## src/rtl/bist_lfsr_pkg.sv

```systemverilog
package bist_lfsr_pkg;
  typedef struct packed {
    logic loadSeed;
    logic useDefault;
    logic step;
  } lfsr_strobe_t;
endpackage

```

## src/rtl/lfsr_datapath.sv

```systemverilog
module lfsr_datapath
  import bist_lfsr_pkg::*;
#(
  parameter int WIDTH   = 8,
  parameter bit MODULAR = 1'b0
) (
  input  logic             clk,
  input  logic             rst_n,
  input  lfsr_strobe_t     strobe,
  input  logic [WIDTH-1:0] seedIn,
  input  logic [WIDTH-1:0] polyIn,
  output logic [WIDTH-1:0] pattern,
  output logic             nextHitsSeed
);
  localparam logic [WIDTH-1:0] DEFAULT_SEED = WIDTH'(1);

  logic [WIDTH-1:0] stateQ;
  logic [WIDTH-1:0] seedQ;
  logic [WIDTH-1:0] nextState;
  logic [WIDTH-1:0] loadVal;

  generate
    if (MODULAR) begin : gInternalXor
      logic fb;
      assign fb = stateQ[WIDTH-1] & polyIn[WIDTH-1];
      always_comb begin
        nextState[0] = fb;
        for (int i = 1; i < WIDTH; i++) begin
          nextState[i] = stateQ[i-1] ^ (polyIn[i-1] & fb);
        end
      end
    end else begin : gExternalXor
      logic fb;
      assign fb = ^(stateQ & polyIn);
      assign nextState = {stateQ[WIDTH-2:0], fb};
    end
  endgenerate

  assign loadVal = strobe.useDefault ? DEFAULT_SEED : seedIn;

  always_ff @(posedge clk or negedge rst_n) begin
    if (!rst_n) begin
      stateQ <= DEFAULT_SEED;
      seedQ  <= DEFAULT_SEED;
    end else if (strobe.loadSeed) begin
      stateQ <= loadVal;
      seedQ  <= loadVal;
    end else if (strobe.step) begin
      stateQ <= nextState;
    end
  end

  assign pattern      = stateQ;
  assign nextHitsSeed = (nextState == seedQ);
endmodule

```

## src/rtl/lfsr_ctrl.sv

```systemverilog
module lfsr_ctrl
  import bist_lfsr_pkg::*;
#(
  parameter int CNT_W = 16
) (
  input  logic             clk,
  input  logic             rst_n,
  input  logic             seedLoad,
  input  logic             seedIsZero,
  input  logic             enable,
  input  logic             nextHitsSeed,
  output lfsr_strobe_t     strobe,
  output logic [CNT_W-1:0] patternCount,
  output logic             zeroSeedPulse,
  output logic             zeroSeedSticky,
  output logic             periodDone
);
  always_comb begin
    strobe.loadSeed   = seedLoad;
    strobe.useDefault = seedLoad & seedIsZero;
    strobe.step       = enable & ~seedLoad;
  end

  always_ff @(posedge clk or negedge rst_n) begin
    if (!rst_n) begin
      patternCount   <= '0;
      zeroSeedPulse  <= 1'b0;
      zeroSeedSticky <= 1'b0;
      periodDone     <= 1'b0;
    end else begin
      zeroSeedPulse  <= strobe.useDefault;
      zeroSeedSticky <= zeroSeedSticky | strobe.useDefault;
      periodDone     <= strobe.step & nextHitsSeed;
      if (strobe.loadSeed) begin
        patternCount <= '0;
      end else if (strobe.step) begin
        patternCount <= patternCount + 1'b1;
      end
    end
  end
endmodule

```

## src/rtl/bist_lfsr_gen.sv

```systemverilog
module bist_lfsr_gen
  import bist_lfsr_pkg::*;
#(
  parameter int WIDTH   = 8,
  parameter bit MODULAR = 1'b0,
  parameter int CNT_W   = 16
) (
  input  logic             clk,
  input  logic             rst_n,
  input  logic             seedLoad,
  input  logic [WIDTH-1:0] seedIn,
  input  logic [WIDTH-1:0] polyIn,
  input  logic             enable,
  output logic [WIDTH-1:0] pattern,
  output logic [CNT_W-1:0] patternCount,
  output logic             zeroSeedPulse,
  output logic             zeroSeedSticky,
  output logic             periodDone
);
  lfsr_strobe_t strobe;
  logic         nextHitsSeed;

  lfsr_ctrl #(.CNT_W(CNT_W)) uCtrl (
    .clk(clk), .rst_n(rst_n), .seedLoad(seedLoad), .seedIsZero(seedIn == '0),
    .enable(enable), .nextHitsSeed(nextHitsSeed), .strobe(strobe),
    .patternCount(patternCount), .zeroSeedPulse(zeroSeedPulse),
    .zeroSeedSticky(zeroSeedSticky), .periodDone(periodDone)
  );

  lfsr_datapath #(.WIDTH(WIDTH), .MODULAR(MODULAR)) uPath (
    .clk(clk), .rst_n(rst_n), .strobe(strobe), .seedIn(seedIn),
    .polyIn(polyIn), .pattern(pattern), .nextHitsSeed(nextHitsSeed)
  );
endmodule

```

## config.mk

```make
export PLATFORM = sky130hd
export DESIGN_NAME = bist_lfsr_gen
export DESIGN_NICKNAME = d
export VERILOG_FILES = /design/src/rtl/bist_lfsr_pkg.sv /design/src/rtl/lfsr_datapath.sv /design/src/rtl/lfsr_ctrl.sv /design/src/rtl/bist_lfsr_gen.sv
export SDC_FILE = /design/constraint.sdc
export NUM_CORES = 1
export LEC_CHECK = 0
export ABC_CLOCK_PERIOD_IN_PS = 4800
export BUFFER_PORTS_ARGS = -buffer_cell sky130_fd_sc_hd__buf_2
export CAP_MARGIN = 20
export CORE_UTILIZATION = 55
export CTS_CLUSTER_DIAMETER = 150
export DETAILED_ROUTE_END_ITERATION = 16
export GPL_ROUTABILITY_DRIVEN = 0
export GPL_TIMING_DRIVEN = 0
export HOLD_SLACK_MARGIN = 0.05
export PLACE_DENSITY_LB_ADDON = 0.05
export SYNTH_ARGS = -nofsm -noshare
export SYNTH_HDL_FRONTEND = slang
export SYNTH_SLANG_ARGS = --single-unit
```

## constraint.sdc

```tcl
create_clock -name clk -period 4.8 [get_ports clk]
set_clock_uncertainty 0.1 [all_clocks]
set_input_delay 0.72 -clock clk [delete_from_list [all_inputs] [get_ports clk]]
set_output_delay 0.72 -clock clk [all_outputs]
set_load 0.005 [all_outputs]
```

==> results by group <==
Status
  • Status: finished with violations
  • Violated checks: DRC

Clock tree
  • Clock Pin Slew Worst Setup and Hold Paths: approximately 100 ps
  • CTS tree: built
  • Clock tree sinks: 35
  • CTS Buf Count: 5
  • Root buffer cell: clkbuf_4
  • Post-cts sizing count: 0
  • Post-CTS Hold Fix Bufs: 0
  • Post-CTS Setup Bufs: 0
  • Skew-Pair Late Insertion Delay: approximately 340 ps
  • Largest buffer count on any clock path: 2
  • Max H-tree Level: 2

Setup path
  • Startpoint Class: register
  • Critical path peak fanout: 5
  • R2R depth: 5
  • Crit path max-delay family: flip-flops
  • Worst path slowest cell: dfstp_2
  • R2R Path End: uCtrl.periodDone$_DFF_PN0_
  • CP bufs+invs: 1
  • RR Startpoint: uPath.pattern[0]$_DFFE_PN1P_
  • Worst R2R Setup Slack: about 3000 ps
  • CP Capture Type: output port
  • Kind of critical path: reg2out
  • CP peak stage delay: around 600 ps
  • Crit-path cells: buf_2
  • Worst path arrival time: between 1000 and 1500 ps
  • Critical path depth: 1
  • CP Capture Point: pattern[0]
  • Crit path from: uPath.pattern[0]$_DFFE_PN1P_
  • WP data required: just under 4000 ps

Timing
  • Minimum clock period: approximately 1900 ps
  • Fmax: 532 MHz
  • Slew headroom: 0.485
  • Setup TNS: 0 ps
  • Final Hold Fails: 0
  • Setup violations, final: 0
  • Slew @ Worst Pin: about 760 ps
  • RSZ-0062 raised after global routing: no
  • Tcrit/Tclk final: 0.392
  • Setup WS post-layout: slightly below 3000 ps
  • Fin. max-slew vios: 0

Placed design
  • Dpl ws: ~2600 ps
  • DP Area: between 1500 and 2000 um2
  • Placed Instances: 243
  • Port-buffer cells: 46
  • DP Wirelength: about 2600 um

Yosys
  • Ys flop type: dfrtp_1
  • Synth unique cells: 30
  • Most frequent cell after synthesis: dfrtp_1
  • Post-Synthesis Cells: 166
  • Top cells by area in the synthesized netlist: dfrtp_1 49%, xor2_1 9.8%, o21ai_0 4.7%
  • Sequential area share after synthesis: 0.516
  • Mean Syn Cell Area: approximately 10 um2
  • Post-synth top area share: 0.485
  • Syn Nets: around 190
  • Most frequent cells after synthesis: 33 x dfrtp_1, 20 x nand2_1, 19 x xor2_1
  • Seq cells post-synth: 35
  • Synth warn: 0
  • Post-synth EDFFs: 0
  • Synth async-reset ratio: 1.00
  • Post-synth top area cell: dfrtp_1
  • Synthesized area: 1700 um2

Global routing
  • Largest net degree at the start of global routing: 36
  • Initial antenna violation count: 0
  • Number of global-route vias before repair: 1269
  • First-pass GRT wire length: around 6000 um
  • Gr ovfl total: 0
  • Total track usage: 0.242

Pwr
  • Pwr dens: about 300 nW/um2
  • Peak VDD IR: around 0.00021 V
  • Leak: just over 1 nW

Route
  • Iteration-0 DRC Markers: 59
  • Via count: between 1000 and 1500
  • DRC errors left: 2
  • WL per Instance: roughly 14 um
  • Drt total wl: around 3500 um
  • Via density per instance: around 5.5
  • Post-DRT Antenna Nets: 0
  • DR pass1 iterations: 10

Floorplan
  • Placeable Area: between 2000 and 3000 um2
  • Chip width: ~58 um
  • Io pins: between 40 and 50
  • Row count: 19
  • Die Ht: about 58 um
  • Initial Util: 0.596
  • Total die area: 3320 um2

Layout
  • Fin area: approximately 2000 um2
  • Area grow syn2layout: 19.9%
  • Layout Utilization: 0.715
  • Net count, final: 240
  • Antenna Cells: 0
  • Share of cells above drive strength 1: 0.291
  • Post-Layout Cell Count: ~250

Job
  • Total of max-cap violations: 0

Hold path
  • Worst hold path type: in2async
-- report_power, final --
| group | internal, mW | switching [mW] | leakage (nW) | total [mW] |
|---|---|---|---|---|
| Sequential | 0.314 | 0.0190 | 0.453 | 0.333 |
| Clock | 0.0862 | 0.0951 | 0.0386 | 0.181 |
| Combinational | 0.0530 | 0.0510 | 0.547 | 0.104 |
-- cells by family (layout without fill, tap and decap cells) --
| family | count (synthesis) | count (layout) | synth area share |
|---|---|---|---|
| fa+ha+maj | 1 | 1 | 0.00735 |
| buf+inv | 13 | 67 | 0.0294 |
| mux | 8 | 8 | 0.0478 |
| simple gates | 60 | 60 | 0.178 |
| flops | 35 | 35 | 0.516 |
| xor+xnor | 28 | 28 | 0.157 |
| compound gates | 21 | 21 | 0.0647 |
-- flip-flops by register name, indices dropped and copies added (netlist names) --
register / count
uCtrl.patternCount: 16
uPath.pattern: 8
uPath.seedQ: 8
uCtrl.periodDone: 1
uCtrl.zeroSeedPulse: 1
uCtrl.zeroSeedSticky: 1
-- per-layer routing --
metal  track usage  share of wire  vias to the layer above
met4        0.0801          0.014                        0
li1              -              -                      658
met3        0.0647          0.053                        5
met5             0              0                        -
met1         0.348           0.45                      664
met2         0.359           0.48                       44
-- through the flow --
step           total power [mW]  hold WS, ps
6_report                  0.618          335
5_1_grt                   0.648          383
4_1_cts                   0.622          359
3_5_place_dp              0.442          351
3_3_place_gp              0.439          348
2_1_floorplan             0.401          324
-- how the worst min path moves through the flow --
stage,startpoint,endpoint,depth (start not counted)
after floorplan,rst_n,uCtrl.patternCount[0]$_DFFE_PN0P_,0
after CTS,rst_n,uCtrl.patternCount[11]$_DFFE_PN0P_,1
after global placement,uCtrl.zeroSeedSticky$_DFF_PN0_,uCtrl.zeroSeedSticky$_DFF_PN0_,1
after detailed placement,uCtrl.zeroSeedSticky$_DFF_PN0_,uCtrl.zeroSeedSticky$_DFF_PN0_,1
after global routing,uCtrl.zeroSeedSticky$_DFF_PN0_,uCtrl.zeroSeedSticky$_DFF_PN0_,1
final,rst_n,uCtrl.patternCount[11]$_DFFE_PN0P_,1
-- layout make-up --
cell class / instances / area [um2]
Sequential cell: 35 / 878
Fill cell: 229 / 813
Multi-Input combinational cell: 118 / 773
Timing Repair Buffer: 46 / 230
Clock buffer: 8 / 68.8
Tap cell: 31 / 38.8
Inverter: 8 / 30.0
Buffer: 5 / 20.0
-- placed cells by master, fill, tap and decap left out --
master / instances
nand2b_1: 1
nor3b_1: 1
clkbuf_1: 5
and4_1: 1
clkbuf_4: 5
xnor2_1: 7
nand4_1: 3
nand2_2: 2
a211oi_1: 2
o21ai_0: 16
clkbuf_8: 2
buf_2: 47
mux2_2: 1
a21oi_1: 3
nor3_2: 2
xnor3_1: 1
nand2_1: 20
nor2b_1: 2
inv_1: 8
xnor2_2: 1
nor2_1: 15
dfrtp_1: 33
nand4_2: 1
and3_1: 3
nor4_1: 4
nand3_1: 2
mux2i_1: 7
ha_1: 1
or2_2: 1
or3_1: 2
xor2_1: 19
dfstp_2: 2
No activity file was read; power rests on OpenSTA's default activity.
